--- src/rtl/mtimer12_pkg.sv ---
package mtimer12_pkg;
    // Counting modes; the encoding is visible at the mode port.
    typedef enum logic [1:0] {
        MODE_INTERVAL = 2'd0,
        MODE_EVENT    = 2'd1,
        MODE_PULSE    = 2'd2,
        MODE_SQUARE   = 2'd3
    } tmr_mode_e;
endpackage

--- src/rtl/tmr_sync.sv ---
// Synchroniser with edge detection for an asynchronous pin.
// STAGES flops resolve metastability. One extra flop holds the previous
// synchronised level, so that rising and falling edges can be decoded.
// Assumes the pin stays stable for at least one clock per level.
module tmr_sync #(
    parameter int STAGES = 2
) (
    input  logic clk,
    input  logic rst_n,
    input  logic async_in,
    output logic level,
    output logic rise,
    output logic fall
);
    logic [STAGES:0] chain;

    // Shift the pin value along the chain; the last bit is the previous level.
    always_ff @(posedge clk) begin
        if (!rst_n) chain <= '0;
        else        chain <= {chain[STAGES-1:0], async_in};
    end

    // Decode the synchronised level and its edges.
    always_comb begin
        level = chain[STAGES-1];
        rise  = chain[STAGES-1] & ~chain[STAGES];
        fall  = ~chain[STAGES-1] & chain[STAGES];
    end
endmodule

--- src/rtl/tmr_step_sel.sv ---
// Chooses which event counts as one counter step, based on the mode.
// This block is purely combinational. Run gating is applied by the
// counter core.
module tmr_step_sel
    import mtimer12_pkg::*;
(
    input  tmr_mode_e mode,
    input  logic      tick,
    input  logic      level,
    input  logic      rise,
    output logic      step
);
    // Pick the step source for each mode.
    always_comb begin
        unique case (mode)
            MODE_EVENT:  step = rise;
            MODE_PULSE:  step = tick & level;
            default:     step = tick;
        endcase
    end
endmodule

--- src/rtl/tmr_core.sv ---
// Reloadable down-counter with run control, reload interrupt,
// square-wave toggle and pulse-end flag.
// Assumes the incoming step has already been qualified by mode. Run
// gating is applied here.
module tmr_core #(
    parameter int W = 12
) (
    input  logic         clk,
    input  logic         rst_n,
    input  logic         step,
    input  logic         square_en,
    input  logic         pulse_en,
    input  logic         fall,
    input  logic         wr,
    input  logic [W-1:0] wr_data,
    input  logic         start,
    input  logic         stop,
    output logic [W-1:0] cnt,
    output logic [W-1:0] reload,
    output logic         run,
    output logic         irq,
    output logic         sq,
    output logic         pw_done
);
    logic go;
    logic at_zero;

    // Qualify the step with the run state and detect the wrap point.
    always_comb begin
        go      = run & step;
        at_zero = (cnt == '0);
    end

    // Counter: decrement on a step, or reload when it is already at zero.
    always_ff @(posedge clk) begin
        if (!rst_n)              cnt <= '0;
        else if (go && at_zero)  cnt <= reload;
        else if (go)             cnt <= cnt - 1'b1;
    end

    // Reload register, written only by the CPU write command.
    always_ff @(posedge clk) begin
        if (!rst_n)  reload <= '0;
        else if (wr) reload <= wr_data;
    end

    // Run flag; stop has priority over start.
    always_ff @(posedge clk) begin
        if (!rst_n)     run <= 1'b0;
        else if (stop)  run <= 1'b0;
        else if (start) run <= 1'b1;
    end

    // One-cycle interrupt request after each reload.
    always_ff @(posedge clk) begin
        if (!rst_n) irq <= 1'b0;
        else        irq <= go & at_zero;
    end

    // Square-wave pin toggles on each reload in square mode.
    always_ff @(posedge clk) begin
        if (!rst_n)                        sq <= 1'b0;
        else if (go && at_zero && square_en) sq <= ~sq;
    end

    // Pulse-end flag on a synchronised falling edge while measuring.
    always_ff @(posedge clk) begin
        if (!rst_n) pw_done <= 1'b0;
        else        pw_done <= run & pulse_en & fall;
    end
endmodule

--- src/rtl/mtimer12.sv ---
// Top level of the multi-mode reloadable timer.
// Connects the pin synchroniser, the step selector and the counter core.
// Assumes the commands are single-cycle pulses from a CPU-side decoder
// and that `tick` is a one-cycle prescaler enable.
module mtimer12
    import mtimer12_pkg::*;
#(
    parameter int W           = 12,
    parameter int SYNC_STAGES = 2
) (
    input  logic         clk,
    input  logic         rst_n,
    input  logic         tick,
    input  logic [1:0]   mode,
    input  logic         ext_in,
    input  logic         cmd_wr,
    input  logic [W-1:0] wr_data,
    input  logic         cmd_start,
    input  logic         cmd_stop,
    output logic [W-1:0] cnt_q,
    output logic         irq,
    output logic         sq_out,
    output logic         pw_done
);
    tmr_mode_e    mode_e;
    logic         ext_lvl, ext_rise, ext_fall;
    logic         step;
    logic [W-1:0] reload_q;
    logic         run_q;

    // Convert the raw mode bits to the enumerated type.
    always_comb mode_e = tmr_mode_e'(mode);

    tmr_sync #(.STAGES(SYNC_STAGES)) u_sync (
        .clk      (clk),
        .rst_n    (rst_n),
        .async_in (ext_in),
        .level    (ext_lvl),
        .rise     (ext_rise),
        .fall     (ext_fall)
    );

    tmr_step_sel u_sel (
        .mode  (mode_e),
        .tick  (tick),
        .level (ext_lvl),
        .rise  (ext_rise),
        .step  (step)
    );

    tmr_core #(.W(W)) u_core (
        .clk       (clk),
        .rst_n     (rst_n),
        .step      (step),
        .square_en (mode_e == MODE_SQUARE),
        .pulse_en  (mode_e == MODE_PULSE),
        .fall      (ext_fall),
        .wr        (cmd_wr),
        .wr_data   (wr_data),
        .start     (cmd_start),
        .stop      (cmd_stop),
        .cnt       (cnt_q),
        .reload    (reload_q),
        .run       (run_q),
        .irq       (irq),
        .sq        (sq_out),
        .pw_done   (pw_done)
    );
endmodule

--- config.mk ---
export PLATFORM = sky130hd
export DESIGN_NAME = mtimer12
export DESIGN_NICKNAME = d
export VERILOG_FILES = /design/src/rtl/mtimer12_pkg.sv /design/src/rtl/tmr_sync.sv /design/src/rtl/tmr_step_sel.sv /design/src/rtl/tmr_core.sv /design/src/rtl/mtimer12.sv
export SDC_FILE = /design/constraint.sdc
export NUM_CORES = 1
export LEC_CHECK = 0
export CAP_MARGIN = 20
export CORE_UTILIZATION = 30
export CTS_CLUSTER_SIZE = 40
export DETAILED_ROUTE_END_ITERATION = 7
export GPL_ROUTABILITY_DRIVEN = 0
export SYNTH_ARGS = -nofsm -noshare
export SYNTH_HDL_FRONTEND = slang
export SYNTH_HIERARCHICAL = 1
export SYNTH_SLANG_ARGS = --single-unit
--- constraint.sdc ---
create_clock -name clk -period 2.4 [get_ports clk]
set_input_delay 0.6 -clock clk [delete_from_list [all_inputs] [get_ports clk]]
set_output_delay 0.6 -clock clk [all_outputs]
set_load 0.02 [all_outputs]
# Yosys cells after proc, flatten, opt, wreduce, memory -nomap -nowiden
# Index checks and enable logic that the tools add are counted.
dict set report classes {
  n_addsub 1
  n_eq_ne 3
  muxes 3
  bitwise_logic 11
  n_reduce_logical 5
}
# operator n
set ops {}
lappend ops {{two-way mux 12 bit} 2}
lappend ops {{logical NOT 12 bit} 1}
lappend ops {{subtractor 12 x 1 -> 12 bit, second input constant} 1}
lappend ops {{bitwise AND 1 bit} 7}
lappend ops {{== test 2 bit, second input constant} 2}
lappend ops {{NOT 1 bit} 4}
lappend ops {{== test 2 x 1 -> 1 bit, second input constant} 1}
lappend ops {{logical AND 1 bit} 2}
lappend ops {{case mux 1 bit (2 select lines)} 1}
lappend ops {{nonzero test 2 bit} 1}
lappend ops {{OR reduction 2 bit} 1}
dict set report word_totals {
  register_bits 31
  inputBits 21
  output_inout_bits 15
  wordCells 30
}

# Depth between registers and ports, before layout
# Gate-level depths: netlist (run 1).
dict set report depth {
  ltp_word 6
  ltp_mapped 9
  mapped_depth_nobuf 8
}

# By module
# Netlist (run 1), hierarchy kept.
# mod instances cells_per_inst area_per_inst_um2 seq_area_each_um2
set modules_own_cells {}
lappend modules_own_cells {tmr_core 1 154 1361.3 560.5}
lappend modules_own_cells {tmr_sync 1 8 91.3 60.1}
lappend modules_own_cells {tmr_step_sel 1 8 51.3 0.0}
lappend modules_own_cells {mtimer12 1 2 16.3 0.0}

# Least setup slack after synthesis (run 1)
# OpenSTA, ideal clock, no wires.
dict set report synth_timing {
  path_type {input -> register}
  start {input port mode[0]}
  end {register u_core.cnt[5]}
  setup_time_ns 0.126
  arrival_time_ns 2.060
  required_ns 2.274
  setup_slack_ns 0.214
  path_stages 9
  path_buffers 1
  path_cell_list {inv_1 ha_1 a21oi_1 o22ai_1 nand3b_1 nor4_4 buf_6 mux2i_1 o31ai_2}
}
dict set report synth_between {
  elab_chain_len 5
  elab_cells_between_ends 7
  classes_between {2 x eq/ne; 2 x mux; 1 x bitwise; 2 x reduce/logical}
}
# item line
set synth_lines {}
lappend synth_lines {{start, declared} mtimer12.sv:14} ;# input logic [1:0] mode,
lappend synth_lines {{== test 2 bit / == test 2 x 1 -> 1 bit (equally long branches)} tmr_step_sel.sv:15} ;# unique case (mode)
lappend synth_lines {{case mux 1 bit (2 select lines) *} tmr_step_sel.sv:15}
lappend synth_lines {{via step} mtimer12.sv:27} ;# logic step;
lappend synth_lines {{bitwise AND 1 bit *} tmr_core.sv:30} ;# go = run & step;
lappend synth_lines {{logical AND 1 bit} tmr_core.sv:37} ;# else if (go && at_zero) cnt <= reload;
lappend synth_lines {{two-way mux 12 bit / nonzero test 2 bit (equally long branches)} --}
lappend synth_lines {{end signal, assigned} tmr_core.sv:37}
lappend synth_lines {{end signal, assigned} tmr_core.sv:38} ;# else if (go) cnt <= cnt - 1'b1;
lappend synth_lines {{end, declared} tmr_core.sv:18} ;# output logic [W-1:0] cnt,
# The timed path passes the listed nets; every way through them passes the cells marked *.
# A chain may end at the register's enable or synchronous reset.

# Worst setup path after layout (run 1)
dict set report layout_timing {
  start {input port mode[1]}
  end {register u_core.cnt[11]}
}
# The elaborated chain is that of the path after synthesis.

==> impl_results.rst, run 1 <==
.. list-table::
   :header-rows: 1

   * - Metric
     - Value
   * - Result of the run
     - finished, final reports clean
   * - Number of cells on the critical path
     - 9
   * - Clk sink count
     - 31
   * - Post-Syn Nets
     - ~200
   * - Half-perimeter wire length after placement
     - roughly 2700 um
   * - Largest clock skew in the final design
     - 0.00613 ns
   * - Count of input and output buffers
     - 35
   * - Peak VDD IR
     - roughly 0.00031 V
   * - Unrepaired setup endpoints after global routing
     - no
   * - Row cnt
     - 25
   * - Post-synthesis sequential element count
     - 31
   * - Clk_lat worst skew
     - ~0.28 ns
   * - Top cell by count, worst path
     - a21oi_1
   * - Nature of the critical path startpoint
     - input port
   * - Total wirelength of the detailed-routed design
     - 3760 um
   * - MaxCap Viol Count
     - 0
   * - Reg2Reg Depth
     - 4
   * - Share of the core filled with cells in the final layout
     - a little under half
   * - Largest net degree at the start of global routing
     - 16
   * - Setup-violating endpoint count in the final report
     - 0
   * - Max incr delay on CP
     - about 0.37 ns
   * - Top delay family on crit path
     - simple AND/OR/NAND/NOR gates
   * - Final cycle utilization of the critical path
     - between 90% and 100%
   * - Clock tree from TritonCTS
     - done
   * - Final antenna diode count
     - 0
   * - Number of nets with antenna violations after detailed routing
     - 0
   * - Final critical-path setup slack
     - roughly 0.15 ns
   * - Synth Area per Inst
     - 8.84 um^2
   * - Critical path buffer and inverter count
     - 2
   * - Number of design rule violations left after detail routing
     - 0
   * - Clock slew at the register clock pins of the worst setup and hold paths
     - ~0.07 ns
   * - Most common cell after layout, fill and taps aside
     - clkdlybuf4s50_1
   * - Area added between synthesis and finish
     - 43.3%
   * - Clock Path Buffers
     - 2
   * - Hold Crit Depth
     - 1
   * - Initial core utilization
     - 31.8%
   * - Fill cell instance count of the final layout
     - roughly 480
   * - Min cycle time layout
     - ~2.3 ns
   * - H-tree depth
     - 2
   * - Chip Width
     - approximately 73 um
   * - Count of final max-slew check failures
     - 0
   * - Via count
     - around 1.4k
   * - WL per Instance
     - about 13 um
   * - Start-to-end type of the worst setup path
     - in2reg
   * - Total global routing overflow
     - 0
   * - Min Hold Slack
     - 0.426 ns
   * - Worst Path Required
     - about 2.6 ns
   * - Arrival time at the worst endpoint
     - approximately 2.5 ns
   * - Area taken by flip-flops and latches
     - just over 600 um^2
   * - Cells after synthesis
     - approximately 170
   * - Via count of the first global-routing pass
     - about 1.3k
   * - Root buf cell
     - clkbuf_8
   * - Achievable clock frequency
     - 0.444 GHz
   * - Multi-input logic area
     - between 800 and 900 um^2
   * - Wire length of the first global-routing pass
     - approximately 6400 um
   * - Worst-path cell with the longest stage delay
     - or3_1
   * - Cells along the critical path
     - dlygate4sd2_1 -> ha_4 -> a21oi_1 -> o22ai_2 -> nand3b_1 -> buf_6 -> or2_1 -> or3_1 -> a21oi_1
   * - Total global-route track usage
     - 15.7%
   * - Layout cell share with drive strength beyond 1
     - between 15 and 20%
   * - Synth cell types
     - between 40 and 50
   * - Highest-count cells in the layout ignoring fill and taps
     - clkdlybuf4s50_1, dfxtp_1, buf_4, nor2_1, mux2i_1
   * - Number of antenna violations at the first check in global routing
     - 0
   * - Core region area
     - 4790 um^2
   * - Final net count
     - 249
   * - Worst slew margin relative to its limit
     - a little under three quarters
   * - Initial drt markers
     - 34
   * - Leakage component of the power
     - 0.881 nW
   * - Worst-margin pin slew
     - around 0.42 ns
   * - Drt via density
     - ~5
   * - Critical Path Sink Type
     - flip-flop
   * - Count of pins on the block boundary
     - 36
   * - Count of warnings emitted by yosys
     - 6
   * - Worst-path fanout max
     - 4
   * - Final number of hold-violating endpoints
     - 0
   * - Type of the tightest min-delay check
     - reg2reg
   * - Areal power density over the cells
     - approximately 550 nW/um^2
   * - Worst slack, placed
     - -0.472 ns
   * - Total clock buffers created by CTS
     - 5
   * - Die Footprint
     - between 5000 and 6000 um^2
   * - Register-to-register setup slack
     - between 0.4 and 0.5 ns
   * - Post-Syn Area
     - approximately 1500 um^2
   * - Vert. Die Dim
     - 73.2 um
   * - Sequential fraction of the synthesis area
     - about 40%
   * - TritonRoute pass-1 iters
     - 4
[logic make-up (layout without fill, tap and decap cells)]
| family | Yosys count | in the layout | share of synthesized area (%) |
|---|---|---|---|
| AO/OA/AOI/OAI | 24 | 24 | 10.8 |
| adder cells (fa/ha/maj) | 4 | 4 | 3.29 |
| buffers and inverters | 17 | 70 | 4.77 |
| flip-flops | 31 | 31 | 40.8 |
| multiplexers | 17 | 17 | 11.3 |
| AND/OR/NAND/NOR | 79 | 79 | 29.1 |
[flip-flops by register name, summed over array words and instances, names as in the netlist]
name,cells
u_core/irq,1
u_core/sq,1
u_sync/chain,3
u_core/cnt,12
u_core/reload,12
u_core/run,1
u_core/pw_done,1
[layer usage]
metal	global-route usage [%]	part of all wire, %	vias to the layer above
met4	4.58	0.88	0
met1	21.3	48	660
li1	-	-	723
met3	4.97	5.2	5
met5	0	0	-
met2	23.8	46	35
[cells in the mapped netlist (all sizes together)]
cell type / count / share of area [%]
or4b: 1 / 0.66
and2: 6 / 2.6
nor3: 9 / 3.0
nand4b: 1 / 0.58
and2b: 1 / 0.58
a311oi: 1 / 0.58
nor4: 5 / 3.0
clkbuf: 6 / 1.5
and3: 1 / 0.41
nor2: 18 / 4.4
nor2b: 3 / 1.2
o211ai: 3 / 1.5
mux2: 1 / 0.74
a21oi: 3 / 0.99
o22ai: 2 / 0.82
dfxtp: 31 / 41
nand2b: 4 / 1.6
buf: 4 / 1.6
nand3: 6 / 2.0
o31ai: 3 / 1.8
nand2: 11 / 2.7
a2bb2oi: 1 / 0.58
ha: 4 / 3.3
mux2i: 16 / 11
o32ai: 1 / 0.58
and4: 1 / 0.58
o41ai: 1 / 0.58
or3: 4 / 1.6
o21ai: 4 / 1.3
inv: 7 / 1.7
or4: 5 / 2.7
nand3b: 1 / 0.49
a31oi: 5 / 2.1
or2: 2 / 0.82
[repair_timing]
| action | CTS | global route |
|---|---|---|
| setup endpoints to repair | 9 | 0 |
| setup buffers | 2 | 0 |
| hold buffers | 0 | 0 |
| gates resized for setup | 5 | 0 |
[layout make-up]
cell class | instances | share of cell area, %
clock buffer | 8 | 4.60
inverter | 7 | 1.21
multi-input combinational | 124 | 38.8
sequential | 31 | 28.5
tap | 67 | 3.85
timing repair buffer | 55 | 23.0
[where the power goes]
part           switching (mW)  total [mW]  internal [mW]
Sequential             0.0177       0.553          0.535
Combinational          0.0897       0.194          0.104
Clock                   0.185       0.446          0.261
Total                   0.293        1.19          0.901
[worst paths after layout]
kind | startpoint | end
min | u_sync/chain[0] | u_sync/chain[1]
max reg2reg | u_core/cnt[9] | u_core/cnt[6]
max | mode[1] | u_core/cnt[11]
min reg2reg | u_sync/chain[0] | u_sync/chain[1]
[metrics by stage]
stage / total power [mW] / cells / instance area, um^2 / TNS (ns)
floorplan: 0.668 / 172 / 1520 / 0
global placement: 0.751 / 282 / 2040 / -3.67
detailed placement: 0.753 / 282 / 2040 / -4.27
CTS: 1.21 / 292 / 2180 / 0
global route: 1.26 / 292 / 2180 / 0
finish: 1.19 / 292 / 2180 / 0
Note: power is estimated with default switching activity, not from simulation.
==> inputs of run 2 (changes only) <==
--- a/config.mk
+++ b/config.mk
@@ -12,5 +12,4 @@
 export GPL_ROUTABILITY_DRIVEN = 0
 export SYNTH_ARGS = -nofsm -noshare
 export SYNTH_HDL_FRONTEND = slang
-export SYNTH_HIERARCHICAL = 1
 export SYNTH_SLANG_ARGS = --single-unit
==> impl_results.rst, run 2 <==
.. list-table::
   :header-rows: 1

   * - Metric
     - Value
   * - Global routing met3 resource utilization
     - 3.89% (-1.1 points)
   * - Min Hold Slack
     - 0.434 ns (+0.00837 ns)
   * - Initial core utilization
     - 31.1% (-0.67 points)
   * - Unrepaired setup endpoints after global routing
     - no
   * - Clock Path Buffers
     - 2 (unchanged)
   * - Largest clock skew in the final design
     - 0.00629 ns (+0.000155 ns)
   * - Sequential fraction of the synthesis area
     - 42.2% (+1.4 points)
   * - Worst-path cell with the longest stage delay
     - clkdlybuf4s50_1
   * - Post-Syn Nets
     - 187 (-5.1%)
   * - Share of the synthesized area in the top cell type
     - 42.2% (+1.4 points)
   * - Synth Area per Inst
     - 9.07 um^2 (+2.6%)
   * - Registers with the highest flip-flop counts
     - u_core.cnt: 12 flops, u_core.reload: 12 flops, u_sync.chain: 3 flops
   * - Synth top area cells
     - dfxtp_1, mux2i_1, nor2_1
   * - Total global routing overflow
     - 0 (unchanged)
   * - Cells after synthesis
     - 162 (-5.8%)
   * - Area taken by flip-flops and latches
     - 621 um^2 (unchanged)
   * - Count of pins on the block boundary
     - 36 (unchanged)
   * - Critical Path Sink Type
     - flip-flop
   * - Count of input and output buffers
     - 35 (unchanged)
   * - H-tree depth
     - 2 (unchanged)
   * - Arrival time at the worst endpoint
     - 2.52 ns (+0.06 ns)
   * - Met1 GRT Util
     - 19.3% (-2.1 points)
   * - Synth cell types
     - 34 (-17%)
   * - Areal power density over the cells
     - 602 nW/um^2 (+9.9%)
   * - Initial drt markers
     - 87 (+160%)
   * - Post-Syn Area
     - 1470 um^2 (-3.4%)
   * - Highest-count cells in the layout ignoring fill and taps
     - clkdlybuf4s50_1, dfxtp_1, nor2_1, mux2i_1, a21oi_1
   * - GRT Max-Usage Layer
     - met2
   * - Start-to-end type of the worst setup path
     - in2reg
   * - Met2 capacity usage during global routing
     - 21.2% (-2.6 points)
   * - Via count of the first global-routing pass
     - 1,182 (-10%)
   * - Placement Cell Area
     - 1920 um^2 (-5.8%)
   * - Count of warnings emitted by yosys
     - 0 (-6)
   * - Peak VDD IR
     - 0.000317 V (+1.9%)
   * - Clk sink count
     - 31 (unchanged)
   * - Multi-input logic area
     - 812 um^2 (-4.0%)
   * - Wire length of the first global-routing pass
     - 5660 um (-11%)
   * - Number of design rule violations left after detail routing
     - 0 (unchanged)
   * - Die Footprint
     - 5180 um^2 (-3.3%)
   * - Worst slew margin relative to its limit
     - 66.0% (-5.7 points)
   * - Prevailing post-synth register cell
     - dfxtp_1
   * - Vert. Die Dim
     - 72.0 um (-1.7%)
   * - Number of antenna violations at the first check in global routing
     - 0 (unchanged)
   * - Drt via density
     - 4.82 (-1.0%)
   * - Leakage component of the power
     - 0.811 nW (-8.0%)
   * - Count of final max-slew check failures
     - 0 (unchanged)
   * - Worst-margin pin slew
     - 0.505 ns (+0.0842 ns)
   * - Max incr delay on CP
     - 0.49 ns (+0.12 ns)
   * - Most common cell after layout, fill and taps aside
     - clkdlybuf4s50_1
   * - Total global-route track usage
     - 14.4% (-1.3 points)
   * - Half-perimeter wire length after placement
     - 2510 um (-8.0%)
   * - Achievable clock frequency
     - 0.426 GHz (-4.0%)
   * - Clock slew at the register clock pins of the worst setup and hold paths
     - 0.07 ns (about the same)
   * - Final number of hold-violating endpoints
     - 0 (unchanged)
   * - Area added between synthesis and finish
     - 39.0%
   * - Chip Width
     - 72.0 um (-1.7%)
   * - Nature of the critical path startpoint
     - input port
   * - Result of the run
     - finished, final reports clean
   * - Hold bufs inserted after CTS
     - 0 (unchanged)
   * - Total clock buffers created by CTS
     - 5 (unchanged)
   * - Final net count
     - 230 (-7.6%)
   * - WL per Instance
     - 12.4 um (-3.4%)
   * - MaxCap Viol Count
     - 0 (unchanged)
   * - Row cnt
     - 25 (unchanged)
   * - Clock tree from TritonCTS
     - done
   * - TritonRoute pass-1 iters
     - 7 (+3)
   * - Setup-violating endpoint count in the final report
     - 0 (unchanged)
   * - Root buf cell
     - clkbuf_8
   * - Largest area contributor in the synthesized netlist
     - dfxtp_1
   * - Layout cell share with drive strength beyond 1
     - 13.1% (-3.3 points)
   * - Commonest cells in the netlist
     - dfxtp_1, nor2_1, mux2i_1, a21oi_1, nand2_1
   * - Via count
     - 1,317 (-7.4%)
   * - Core region area
     - 4720 um^2 (-1.3%)
   * - Proportion of synthesized flip-flops having asynchronous set or reset
     - 0% (unchanged)
   * - Post-synthesis sequential element count
     - 31 (unchanged)
   * - Most instantiated library cell after synthesis
     - dfxtp_1
   * - Final Instance Area
     - 2040 um^2 (-6.3%)
   * - Worst-path fanout max
     - 2 (-2)
   * - Post-synth EDFFs
     - 0 (unchanged)
   * - Final cycle utilization of the critical path
     - 97.7% (+3.9 points)
   * - Number of nets with antenna violations after detailed routing
     - 0 (unchanged)
   * - Largest net degree at the start of global routing
     - 14 (-2)
   * - Final antenna diode count
     - 0 (unchanged)
   * - Type of the tightest min-delay check
     - reg2reg
   * - Worst Path Required
     - 2.57 ns (-0.04 ns)
   * - Fill cell instance count of the final layout
     - 482 (+1.5%)
   * - Min cycle time layout
     - 2.34 ns (+0.0941 ns)
   * - Clk_lat worst skew
     - 0.29 ns (about the same)
   * - Cells along the critical path
     - clkdlybuf4s50_1 -> inv_2 -> ha_4 -> nor4b_4 -> a2bb2oi_2 -> or4_4 -> mux2i_1 -> a21oi_1
   * - Share of the core filled with cells in the final layout
     - 43.2% (-2.3 points)
   * - Total wirelength of the detailed-routed design
     - 3400 um (-9.7%)
[run 2: critical path: cells and delay by family]
kind / cells / cell delay [ns]
adder cells (fa/ha/maj): 1 / 0.24
AND/OR/NAND/NOR: 2 / 0.79
multiplexers: 1 / 0.16
buffers and inverters: 2 / 0.54
AO/OA/AOI/OAI: 2 / 0.18
[run 2: area by class of cell]
cell class / instances / area share (%)
clock buffer: 8 / 4.90
tap: 67 / 4.11
timing repair buffer: 42 / 19.7
sequential: 31 / 30.4
multi-input combinational: 119 / 39.8
inverter: 6 / 1.10
[run 2: worst paths after layout]
kind | startpoint | to | slack (ns) | depth (start not counted)
worst max-delay path | mode[0] | u_core.cnt[6] | 0.06 | 8
worst min-delay path | u_sync.chain[0] | u_sync.chain[1] | 0.43 | 1
worst max register to register | u_core.cnt[0] | u_core.cnt[6] | 0.72 | 6
worst min register to register | u_sync.chain[0] | u_sync.chain[1] | 0.43 | 1
[run 2: metal layers]
layer | up-vias | share of wire (%)
met5 | - | 0
met4 | 0 | 2.4
met3 | 10 | 4.0
met2 | 30 | 44
met1 | 606 | 50
li1 | 671 | -
[run 2: timing repair]
| item | in CTS | in global routing |
|---|---|---|
| endpoints found under the setup margin | 0 | 3 |
| buffers inserted | 0 | 0 |
| gates resized for setup | 0 | 3 |
[run 2: cells by family (layout without fill, tap and decap cells)]
| group | Yosys count | count (layout) | share of synthesized area, % |
|---|---|---|---|
| AND/OR/NAND/NOR | 63 | 63 | 24.8 |
| AO/OA/AOI/OAI | 37 | 37 | 15.8 |
| flip-flops | 31 | 31 | 42.2 |
| multiplexers | 14 | 14 | 9.54 |
| buffers and inverters | 12 | 56 | 3.66 |
| adder cells (fa/ha/maj) | 4 | 4 | 3.41 |
| XOR/XNOR | 1 | 1 | 0.596 |
[run 2: report_power, final]
| group | leakage, nW | switching (mW) | internal (mW) |
|---|---|---|---|
| sequential | 0.253 | 0.0199 | 0.536 |
| combinational | 0.506 | 0.112 | 0.113 |
| clock | 0.0515 | 0.188 | 0.261 |
[run 2: stage by stage]
| stage | setup WS (ns) | TNS, ns | power [mW] | instances |
|---|---|---|---|---|
| floorplan | 0.256 | 0 | 0.714 | 162 |
| global placement | -0.238 | -1.62 | 0.788 | 265 |
| detailed placement | -0.267 | -1.93 | 0.788 | 265 |
| CTS | 0.0364 | 0 | 1.24 | 273 |
| global route | 0.00266 | 0 | 1.30 | 273 |
| finish | 0.0553 | 0 | 1.23 | 273 |
